==> config.mk <==
export PLATFORM = sky130hd
export DESIGN_NAME = mbox_irq_agg
export DESIGN_NICKNAME = d
export VERILOG_FILES = /design/src/rtl/mbox_irq_pkg.sv /design/src/rtl/mbox_lock_ctrl.sv /design/src/rtl/mbox_guarded_reg.sv /design/src/rtl/mbox_evt_flags.sv /design/src/rtl/mbox_irq_out.sv /design/src/rtl/mbox_irq_agg.sv
export SDC_FILE = /design/constraint.sdc
export NUM_CORES = 1
export LEC_CHECK = 0
export BUFFER_PORTS_ARGS = -buffer_cell sky130_fd_sc_hd__buf_4
export CAP_MARGIN = 30
export CORE_ASPECT_RATIO = 0.8
export CORE_MARGIN = 3
export CORE_UTILIZATION = 40
export DETAILED_ROUTE_END_ITERATION = 7
export PLACE_DENSITY_LB_ADDON = 0.05
export SLEW_MARGIN = 25
export SYNTH_ARGS = -nofsm -noshare
export SYNTH_HDL_FRONTEND = slang
export SYNTH_SLANG_ARGS = --single-unit
==> constraint.sdc <==
create_clock -name clk -period 1.6 [get_ports clk]
set_input_delay 0.48 -clock clk [delete_from_list [all_inputs] [get_ports clk]]
set_output_delay 0.48 -clock clk [all_outputs]
set_load 0.005 [all_outputs]
==> src/rtl/mbox_irq_pkg.sv <==
package mbox_irq_pkg;
  localparam int          ADDR_W    = 3;
  localparam int          NUM_LOCKS = 3;
  localparam int          LK_MASK   = 0;
  localparam int          LK_EN     = 1;
  localparam int          LK_FLAG   = 2;
  localparam logic [2:0]  A_CTRL    = 3'd0;
  localparam logic [2:0]  A_MASK    = 3'd1;
  localparam logic [2:0]  A_EN      = 3'd2;
  localparam logic [2:0]  A_FLAG    = 3'd3;
  localparam logic [2:0]  A_STAT    = 3'd4;
endpackage

==> src/rtl/mbox_lock_ctrl.sv <==
module mbox_lock_ctrl
  import mbox_irq_pkg::*;
(
  input  logic                 clk,
  input  logic                 rst,
  input  logic                 wr_sel,
  input  logic [NUM_LOCKS-1:0] wr_data,
  output logic [NUM_LOCKS-1:0] lock_q
);
  always_ff @(posedge clk) begin
    if (rst)         lock_q <= '1;
    else if (wr_sel) lock_q <= wr_data;
  end
endmodule

==> src/rtl/mbox_guarded_reg.sv <==
module mbox_guarded_reg #(
  parameter int W = 32
) (
  input  logic         clk,
  input  logic         rst,
  input  logic         wr_sel,
  input  logic         locked,
  input  logic [W-1:0] wr_data,
  output logic [W-1:0] q
);
  always_ff @(posedge clk) begin
    if (rst)                   q <= '0;
    else if (wr_sel && !locked) q <= wr_data;
  end
endmodule

==> src/rtl/mbox_evt_flags.sv <==
module mbox_evt_flags #(
  parameter int W = 32
) (
  input  logic         clk,
  input  logic         rst,
  input  logic [W-1:0] evt,
  input  logic [W-1:0] mask,
  input  logic         clr_sel,
  input  logic         locked,
  input  logic [W-1:0] clr_data,
  output logic [W-1:0] flags_q
);
  logic clr_ok;
  assign clr_ok = clr_sel && !locked;

  for (genvar i = 0; i < W; i++) begin : g_bit
    always_ff @(posedge clk) begin
      if (rst)                        flags_q[i] <= 1'b0;
      else if (evt[i] && mask[i])     flags_q[i] <= 1'b1;
      else if (clr_ok && clr_data[i]) flags_q[i] <= 1'b0;
    end
  end
endmodule

==> src/rtl/mbox_irq_out.sv <==
module mbox_irq_out #(
  parameter int W = 32
) (
  input  logic         clk,
  input  logic         rst,
  input  logic [W-1:0] flags,
  input  logic [W-1:0] en,
  output logic [W-1:0] status,
  output logic         irq
);
  assign status = flags & en;

  always_ff @(posedge clk) begin
    if (rst) irq <= 1'b0;
    else     irq <= |status;
  end
endmodule

==> src/rtl/mbox_irq_agg.sv <==
module mbox_irq_agg
  import mbox_irq_pkg::*;
#(
  parameter int NUM_CH = 16,
  localparam int DW    = 2 * NUM_CH
) (
  input  logic              clk,
  input  logic              rst,
  input  logic              wr_en,
  input  logic [ADDR_W-1:0] wr_addr,
  input  logic [DW-1:0]     wr_data,
  input  logic [ADDR_W-1:0] rd_addr,
  output logic [DW-1:0]     rd_data,
  input  logic [NUM_CH-1:0] req_evt,
  input  logic [NUM_CH-1:0] done_evt,
  output logic              irq
);
  logic [NUM_LOCKS-1:0] lock_q;
  logic [DW-1:0]        mask_q;
  logic [DW-1:0]        en_q;
  logic [DW-1:0]        flags_q;
  logic [DW-1:0]        status;
  logic [DW-1:0]        evt_vec;
  logic                 sel_ctrl, sel_mask, sel_en, sel_flag;

  assign evt_vec  = {done_evt, req_evt};
  assign sel_ctrl = wr_en && (wr_addr == A_CTRL);
  assign sel_mask = wr_en && (wr_addr == A_MASK);
  assign sel_en   = wr_en && (wr_addr == A_EN);
  assign sel_flag = wr_en && (wr_addr == A_FLAG);

  mbox_lock_ctrl u_lock (
    .clk(clk), .rst(rst), .wr_sel(sel_ctrl),
    .wr_data(wr_data[NUM_LOCKS-1:0]), .lock_q(lock_q)
  );

  mbox_guarded_reg #(.W(DW)) u_mask (
    .clk(clk), .rst(rst), .wr_sel(sel_mask), .locked(lock_q[LK_MASK]),
    .wr_data(wr_data), .q(mask_q)
  );

  mbox_guarded_reg #(.W(DW)) u_en (
    .clk(clk), .rst(rst), .wr_sel(sel_en), .locked(lock_q[LK_EN]),
    .wr_data(wr_data), .q(en_q)
  );

  mbox_evt_flags #(.W(DW)) u_flags (
    .clk(clk), .rst(rst), .evt(evt_vec), .mask(mask_q),
    .clr_sel(sel_flag), .locked(lock_q[LK_FLAG]),
    .clr_data(wr_data), .flags_q(flags_q)
  );

  mbox_irq_out #(.W(DW)) u_irq (
    .clk(clk), .rst(rst), .flags(flags_q), .en(en_q),
    .status(status), .irq(irq)
  );

  always_ff @(posedge clk) begin
    if (rst) begin
      rd_data <= '0;
    end else begin
      case (rd_addr)
        A_CTRL:  rd_data <= {{(DW-NUM_LOCKS){1'b0}}, lock_q};
        A_MASK:  rd_data <= mask_q;
        A_EN:    rd_data <= en_q;
        A_FLAG:  rd_data <= flags_q;
        A_STAT:  rd_data <= status;
        default: rd_data <= '0;
      endcase
    end
  end
endmodule

==> metrics.csv, run 1 <==
metric,value,unit
status,finished clean,
syn-num-nets,828,
die-area,17300,µm²
grtUsageMet2,0.374,
synth_top_cell_by_area,dfxtp_1,
cts.clk_slew.worst_paths,60,ps
setup_viol,0,
endpoint_kind,flip-flop,
grt_pass1_vias,6044,
rsz0062_at_grt,no,
fin_crit,1510,ps
cts_root_buffer,clkbuf_16,
crit_type,reg2reg,
first_pass_iters,5,
use_met1,0.354,
ys_seq_area_frac,0.421,
dp.cells,1035,
crit_start,u_flags.flags_q[11]$_SDFFE_PP0P_,
routedWlPerCell,20.5,µm
start_util,0.413,
ant_nets,0,
clk_latency,420,ps
synth_area_leaders,"dfxtp_1 (42%), a21oi_1 (9.9%), and3b_1 (7.8%)",
yosysUniqueCellTypes,34,
synth_area_per_cell,8.32,µm²
drt_iter0_markers,716,
ys.flop_type,dfxtp_1,
synth_top_area_frac,0.421,
viasPerCell,5.92,
fp-row-count,40,
hpwl,13.9,mm
grt_pass1_wl,34.1,mm
cts.hold.buffers_added,0,
yosys-top-cells-count,"dfxtp_1 (132), a21oi_1 (124), o21ai_0 (83)",
synth-seq-cells,132,
finalSetupTns,0,ps
yosys_warnings,0,
skew,9.97,ps
coreArea,15200,µm²
synthToLayoutAreaGrowth,29.4,%
synth_edf_count,0,
finalCritPeriodShare,0.946,
use_met3,0.0647,
grtUsageTotal,0.249,
final_cells,1067,
gp_congestion,0.835,
required,1890,ps
vias,6315,
grt_overflow,0,
clkSinkCount,132,
timing.rr.start,u_flags.flags_q[11]$_SDFFE_PP0P_,
h-tree-depth,4,
relSlewSlack,0.726,
p_leak,0.00317,µW
synth_most_common_cell,dfxtp_1,
cts_setup_buffers,0,
cp-start-kind,flip-flop,
hold_class,in2reg,
place_ws,-44.3,ps
hold_viol,0,
whs,310,ps
antenna_found_initial,0,
fmax,0.661,GHz
drc,0,
antennaDiodeCount,0,
die_w,146,µm
synth_cells,755,
cellPowerDensity,1030,nW/µm²
critPathArrivalTime,1800,ps
fp.dieH,118,µm
async_reset_ff_frac,0,
cts_made_buffers,17,
drv_cap,0,
min_from,req_evt[12],
tightest_slew,410,ps
layout_setup_ws,86.9,ps
clk_path_buf_depth,2,
ir_worst_vdd,0.642,mV
cts_tree,done,
syn_area,6280,µm²
layout.nets,917,
pin_count,106,
portBuffers,105,
grt_max_degree,71,
drive_gt1_frac,0.226,
path_max_fanout,4,
cts-resized-gates,0,
maxSlewViolCount,0,
gr-max-usage-layer,met2,
totalWireLength,21.9,mm
==> path summary, 6_finish.rpt <==
kind | end | cells after the start | slack (ps)
max | u_irq.irq$_SDFF_PP0_ | 3 | 90
max reg2reg | u_irq.irq$_SDFF_PP0_ | 3 | 90
min | u_flags.flags_q[12]$_SDFFE_PP0P_ | 3 | 310
min reg2reg | u_flags.flags_q[31]$_SDFFE_PP0P_ | 2 | 460
==> cells in the final DEF, fill, tap and decap left out, types with 4 or more instances in the layout <==
cell type / n
a21oi_1: 124
nand4_1: 4
nand3_1: 66
nand2_1: 33
a22oi_1: 16
buf_4: 133
clkbuf_16: 17
bufinv_16: 5
clkinvlp_4: 4
o21ai_1: 36
o31ai_1: 32
buf_12: 14
o21ai_0: 83
dfxtp_1: 132
nor4bb_1: 25
inv_1: 36
and3b_1: 56
==> area by class of cell <==
type,count,area [µm²]
timing repair buffer,147,1280
clock inverter,11,198
tap,210,263
inverter,36,135
sequential,132,2640
clock buffer,21,470
multi-input combinational,510,3140
fill,1436,7090
==> sequential cells by signal, indices dropped and copies added, names as in the netlist <==
register and cells:
rd_data 32, u_lock.lock_q 3, u_irq.irq 1, u_en.q 32, u_flags.flags_q 32, u_mask.q 32
==> stage by stage <==
stage                util  area (µm²)  total power [µW]
floorplan               -        6280              3660
global placement    0.490        7460              4000
detailed placement  0.490        7460              4010
CTS                 0.534        8130              8390
global route        0.534        8130              8600
finish              0.534        8130              8350
==> power breakdown <==
| group | switching, µW | internal [µW] | total [µW] | leakage [µW] |
|---|---|---|---|---|
| Clock | 1500 | 2900 | 4400 | 0.000312 |
| Combinational | 374 | 268 | 642 | 0.00180 |
| Sequential | 8.73 | 3300 | 3310 | 0.00106 |
==> worst max-delay path, stage by stage (launching register included) <==
cell	delay [ps]
dfxtp_1	350
a22oi_1	390
nand4_1	170
o41a_1	470
==> routing by layer <==
layer  share of wire  routed length [µm]
met4           0.014                 308
met3           0.083                1810
met5               0                   0
met1            0.46               10000
met2            0.44                9700
==> cell families (layout without fill, tap and decap cells) <==
family	Yosys count	count (layout)	share of synthesized area
AO/OA/AOI/OAI	304	304	0.270
buffers and inverters	113	215	0.0809
flip-flops	132	132	0.421
AND/OR/NAND/NOR	201	201	0.215
multiplexers	5	5	0.0143
Power figures use the tool's default switching activity.
==> run 2, diff against run 1 <==
==> constraint.sdc (replaced) <==
create_clock -name clk -period 1.6 [get_ports clk]
set_input_delay 0.32 -clock clk [delete_from_list [all_inputs] [get_ports clk]]
set_output_delay 0.32 -clock clk [all_outputs]
set_load 0.1 [all_outputs]
==> run 2 against run 1 <==
  * Worst hold slack got worse by 160 ps
  * Via count decreased by 1.7%
  * Core utilization decreased by 1.4 points
  * Largest cell class unchanged
  * Clock skew decreased by 2.5 ps
  * Setup slack improved by 100 ps
  * Critical path depth unchanged
  * Sequential share of layout area increased by 0.87 points
  * Design area decreased by 2.6%
  * Combinational power decreased by 2%
  * First-iteration DRC count decreased by 3.8%
  * Critical path type unchanged
==> metrics.csv, run 2 (synthesis results as in run 1) <==
metric,value,unit,change
status,finished clean,,unchanged
synthToLayoutAreaGrowth,26.1,%,was 29.4%
rsz0062_at_grt,no,,unchanged
place_area,7370,µm²,was 7460 µm²
p_seq_frac,0.434,,was 0.396
grt_overflow,0,,unchanged
cts_made_buffers,17,,unchanged
p_sw_frac,0.234,,was 0.226
hpwl,13.4,mm,was 13.9 mm
fp-row-count,40,,unchanged
relSlewSlack,0.683,,was 0.726
die-area,17300,µm²,unchanged
grt_pass1_vias,6060,,was 6044
tightest_slew,476,ps,was 410 ps
slowest_delay,470,ps,about the same
nFillCells,1461,,was 1436
cp_num_buf_inv,0,,unchanged
setup_viol,0,,unchanged
gp_congestion,0.818,,was 0.835
ff2ff_path_depth,3,,unchanged
vias,6210,,was 6315
pin_count,106,,unchanged
fp.dieH,118,µm,unchanged
cts.hold.buffers_added,0,,unchanged
cts.clk_slew.worst_paths,60,ps,about the same
drc,0,,unchanged
critPathSlowestCell,o41a_1,,unchanged
required,1890,ps,about the same
p_sw,1780,µW,was 1890 µW
path_max_fanout,4,,unchanged
min_from,done_evt[1],,was req_evt[12]
antennaDiodeCount,0,,unchanged
crit_chain,a22oi_1 -> nand4_1 -> o41a_1,,unchanged
start_util,0.413,,unchanged
maxSlewViolCount,0,,unchanged
finalInstanceArea,7920,µm²,was 8130 µm²
finalCritPeriodShare,0.883,,was 0.946
drv_cap,0,,unchanged
fin_crit,1410,ps,was 1510 ps
hold_class,in2reg,,unchanged
path_delay_family,compound AO/OA/AOI/OAI gates,,unchanged
cellPowerDensity,963,nW/µm²,was 1030 nW/µm²
ir_worst_vdd,0.665,mV,was 0.642 mV
clkPwrFrac,0.484,,was 0.527
timing.rr.start,u_flags.flags_q[11]$_SDFFE_PP0P_,,unchanged
ant_nets,0,,unchanged
cp-start-kind,flip-flop,,unchanged
grt_pass1_wl,33.9,mm,was 34.1 mm
first_pass_iters,5,,unchanged
fmax,0.707,GHz,was 0.661 GHz
whs_endpoint,u_flags.flags_q[17]$_SDFFE_PP0P_,,was u_flags.flags_q[12]$_SDFFE_PP0P_
drive_gt1_frac,0.209,,was 0.226
regArea,2640,µm²,unchanged
endpoint_kind,flip-flop,,unchanged
crit_start,u_flags.flags_q[11]$_SDFFE_PP0P_,,unchanged
multi_input_area,3140,µm²,unchanged
totalWireLength,21.6,mm,was 21.9 mm
finalSetupTns,0,ps,unchanged
routedWlPerCell,20.4,µm,was 20.5 µm
layout.nets,906,,was 917
grt_max_degree,97,,was 71
critPathArrivalTime,1700,ps,was 1800 ps
clk_path_buf_depth,2,,unchanged
p_leak,0.00307,µW,was 0.00317 µW
drt_iter0_markers,689,,was 716
combinationalPowerShare,0.083,,was 0.077
r2r_slack,190,ps,was 90 ps
crit_type,reg2reg,,unchanged
hold_viol,0,,unchanged
skew,7.48,ps,was 9.97 ps
dp.cells,1024,,was 1035
portBuffers,105,,unchanged
rr_endpoint,u_irq.irq$_SDFF_PP0_,,unchanged
h-tree-depth,4,,unchanged
clk_latency,430,ps,was 420 ps
clkSinkCount,132,,unchanged
layout_common_cells,"dfxtp_1 (132), a21oi_1 (124), buf_4 (123)",,"was buf_4 (133), dfxtp_1 (132), a21oi_1 (124)"
coreArea,15200,µm²,unchanged
holdPathStages,3,,unchanged
cts_tree,done,,unchanged
cts_root_buffer,clkbuf_16,,unchanged
cts_setup_buffers,0,,unchanged
antenna_found_initial,0,,unchanged
die_w,146,µm,unchanged
grtUsageTotal,0.249,,about the same
internal-power,5840,µW,was 6460 µW
cts-resized-gates,0,,unchanged
layout_commonest_cell,dfxtp_1,,was buf_4
viasPerCell,5.88,,was 5.92
final_cells,1056,,was 1067
[run 2: power groups by stage]
stage	Clock (µW)	Combinational [µW]	Sequential, µW
finish	3690	630	3310
global route	3910	672	3310
CTS	3750	624	3310
detailed placement	0	622	3380
global placement	0	615	3380
floorplan	0	281	3390
[run 2: layout make-up]
| cell class | count | share of cell area |
|---|---|---|
| tap | 210 | 0.0332 |
| inverter | 36 | 0.0171 |
| clock inverter | 4 | 0.00569 |
| multi-input combinational | 510 | 0.397 |
| sequential | 132 | 0.334 |
| clock buffer | 28 | 0.0640 |
| timing repair buffer | 136 | 0.149 |
[run 2: worst max-delay path by stage]
stage / to / slack [ps] / cells past startpoint
after floorplan: u_mask.q[24]$_SDFFE_PP0P_ / 290 / 5
after global placement: u_mask.q[6]$_SDFFE_PP0P_ / 120 / 5
after detailed placement: u_mask.q[5]$_SDFFE_PP0P_ / 100 / 5
after CTS: u_irq.irq$_SDFF_PP0_ / 160 / 3
after global routing: u_irq.irq$_SDFF_PP0_ / 90 / 3
final: u_irq.irq$_SDFF_PP0_ / 190 / 3
[run 2: per-layer routing]
metal  track usage  share of wire
met1         0.351           0.46
met2         0.370           0.45
met3        0.0689          0.077
met4        0.0770          0.013
met5             0              0
[run 2: worst register-to-register path, stage by stage, from the launching register on]
cell and delay [ps]:
dfxtp_1 340, a22oi_1 330, nand4_1 140, o41a_1 470
[run 2: stage by stage]
stage,power [µW],setup WS [ps],hold slack (ps),util
CTS,7680,156,138,0.520
detailed placement,4000,101,456,0.484
finish,7630,186,148,0.520
global route,7890,91.4,144,0.520
floorplan,3670,286,437,-
global placement,3990,120,454,0.484
==> run 3, diff against run 2 <==
--- a/config.mk
+++ b/config.mk
@@ -12,6 +12,7 @@
 export CORE_UTILIZATION = 40
 export DETAILED_ROUTE_END_ITERATION = 7
 export PLACE_DENSITY_LB_ADDON = 0.05
+export SETUP_SLACK_MARGIN = 0.3
 export SLEW_MARGIN = 25
 export SYNTH_ARGS = -nofsm -noshare
 export SYNTH_HDL_FRONTEND = slang
==> run 3 against run 2 <==
  * Critical path type unchanged
  * Critical endpoint unchanged
  * Routed wire length grew 1.3%
  * Sequential share of layout area down 1.5 points
  * Total power rose by 2.2%
  * Worst hold slack is essentially flat
  * Largest power group unchanged
  * Core utilization up 3.3 points
  * Die area stayed put
  * Global-route usage is essentially flat
  * Clock skew shrank 1.8 ps
  * Non-clock buffer count shrank 3
  * Critical path depth is the same
  * Highest routed layer unchanged
  * Sequential power hardly changed
==> metrics.csv, run 3 (synthesis results as in run 1) <==
metric,value,unit,change
path_max_fanout,4,,unchanged
coreArea,15200,µm²,unchanged
grt_pass1_vias,6094,,was 6060
drt_iter0_markers,545,,was 689
slowest_delay,480,ps,was 470 ps
cts_setup_buffers,0,,unchanged
antenna_found_initial,0,,unchanged
routedWlPerCell,20.8,µm,was 20.4 µm
ir_worst_vdd,0.815,mV,was 0.665 mV
first_pass_iters,5,,unchanged
crit_chain,a22oi_1 -> nand4_1 -> o41a_1,,unchanged
layout_common_cells,"a21oi_1 (124), dfxtp_1 (101), buf_4 (88)",,"was dfxtp_1 (132), a21oi_1 (124), buf_4 (123)"
die_w,146,µm,unchanged
cts_tree,done,,unchanged
final_cells,1052,,was 1056
gp_congestion,0.800,,was 0.818
setup_viol,0,,unchanged
fp-row-count,40,,unchanged
finalSetupTns,0,ps,unchanged
tightest_slew,603,ps,was 476 ps
cp_num_buf_inv,0,,unchanged
grt_max_degree,97,,unchanged
status,finished clean,,unchanged
drc,0,,unchanged
totalWireLength,21.8,mm,was 21.6 mm
maxSlewViolCount,0,,unchanged
synthToLayoutAreaGrowth,34.0,%,was 26.1%
place_ws,5.15,ps,was 101 ps
rsz0062_at_grt,yes,,was no
drv_cap,0,,unchanged
grtUsageTotal,0.249,,about the same
fp.dieH,118,µm,unchanged
die-area,17300,µm²,unchanged
endpoint_kind,flip-flop,,unchanged
clkSinkCount,132,,unchanged
relSlewSlack,0.598,,was 0.683
cellPowerDensity,925,nW/µm²,was 963 nW/µm²
path_delay_family,compound AO/OA/AOI/OAI gates,,unchanged
pin_count,106,,unchanged
portBuffers,105,,unchanged
skew,5.71,ps,was 7.48 ps
hold_class,in2reg,,unchanged
grt_pass1_wl,34.1,mm,was 33.9 mm
fin_crit,1330,ps,was 1410 ps
hold_viol,0,,unchanged
clk_latency,420,ps,was 430 ps
drive_gt1_frac,0.260,,was 0.209
grt_overflow,0,,unchanged
antennaDiodeCount,0,,unchanged
dp.cells,1020,,was 1024
start_util,0.413,,unchanged
cts_root_buffer,clkbuf_16,,unchanged
vias,6258,,was 6210
fmax,0.750,GHz,was 0.707 GHz
crit_type,reg2reg,,unchanged
critPathArrivalTime,1620,ps,was 1700 ps
required,1880,ps,was 1890 ps
cts.hold.buffers_added,0,,unchanged
ant_nets,0,,unchanged
whs,149,ps,was 148 ps
hpwl,13.0,mm,was 13.4 mm
cts.clk_slew.worst_paths,60,ps,about the same
viasPerCell,5.95,,was 5.88
r2r_slack,270,ps,was 190 ps
layout_setup_ws,266,ps,was 186 ps
p_leak,0.00318,µW,was 0.00307 µW
layout_commonest_cell,a21oi_1,,was dfxtp_1
clk_path_buf_depth,2,,unchanged
h-tree-depth,4,,unchanged
finalCritPeriodShare,0.834,,was 0.883
cp-start-kind,flip-flop,,unchanged
layout.nets,903,,was 906
critPathSlowestCell,o41a_1,,unchanged
cts_made_buffers,17,,unchanged
-- run 3: cell types whose count changed in the layout (fill, tap and decap cells not counted), moves of 3 or more --
cell / previous run / this run
o21ai_0: 83 / 64
a22oi_2: 0 / 8
clkbuf_8: 4 / 7
a22oi_1: 16 / 8
clkbuf_1: 7 / 4
dfxtp_1: 132 / 101
o21ai_1: 36 / 54
dfxtp_2: 0 / 31
buf_4: 123 / 88
buf_12: 13 / 43
-- run 3: layer usage --
layer,up-vias,track usage,part of all wire
met3,49,0.0627,0.078
met2,284,0.380,0.46
met1,3005,0.342,0.44
met5,-,0,0
li1,2920,-,-
met4,0,0.0905,0.027
-- run 3: layout make-up --
class	instances	area, µm²
Tap cell	210	263
Sequential cell	132	2680
Multi-Input combinational cell	510	3200
Fill cell	1368	6800
Clock inverter	3	40.0
Timing Repair Buffer	133	1560
Clock buffer	28	537
Inverter	36	135
-- run 3: repair_timing --
action                     4_1_cts  5_1_grt
cloned                           0        1
setup endpoints to repair       36       58
resized for setup               88       72
pin swaps                        1        6
-- run 3: worst paths after layout --
kind,start,to,cells after the start
setup / recovery,u_flags.flags_q[12]$_SDFFE_PP0P_,u_irq.irq$_SDFF_PP0_,3
hold / removal,done_evt[11],u_flags.flags_q[27]$_SDFFE_PP0P_,3
setup reg to reg,u_flags.flags_q[12]$_SDFFE_PP0P_,u_irq.irq$_SDFF_PP0_,3
hold reg to reg,u_mask.q[27]$_SDFFE_PP0P_,u_flags.flags_q[27]$_SDFFE_PP0P_,2
-- run 3: worst reg2reg max path, cell delays in order (launching register included) --
cell     delay [ps]
dfxtp_1         340
a22oi_1         230
nand4_1         140
o41a_1          480
-- run 3: through the flow --
stage | area [µm²] | power (µW) | util
after CTS | 8220 | 7810 | 0.540
after global routing | 8420 | 8020 | 0.553
after global placement | 7310 | 3990 | 0.481
final | 8420 | 7790 | 0.553
after detailed placement | 7310 | 4000 | 0.481
after floorplan | 6290 | 3670 | -
-- run 3: power breakdown --
part / switching (µW) / internal [µW]
logic: 389 / 251
registers: 9.78 / 3300
clock network: 1430 / 2420
total: 1830 / 5970
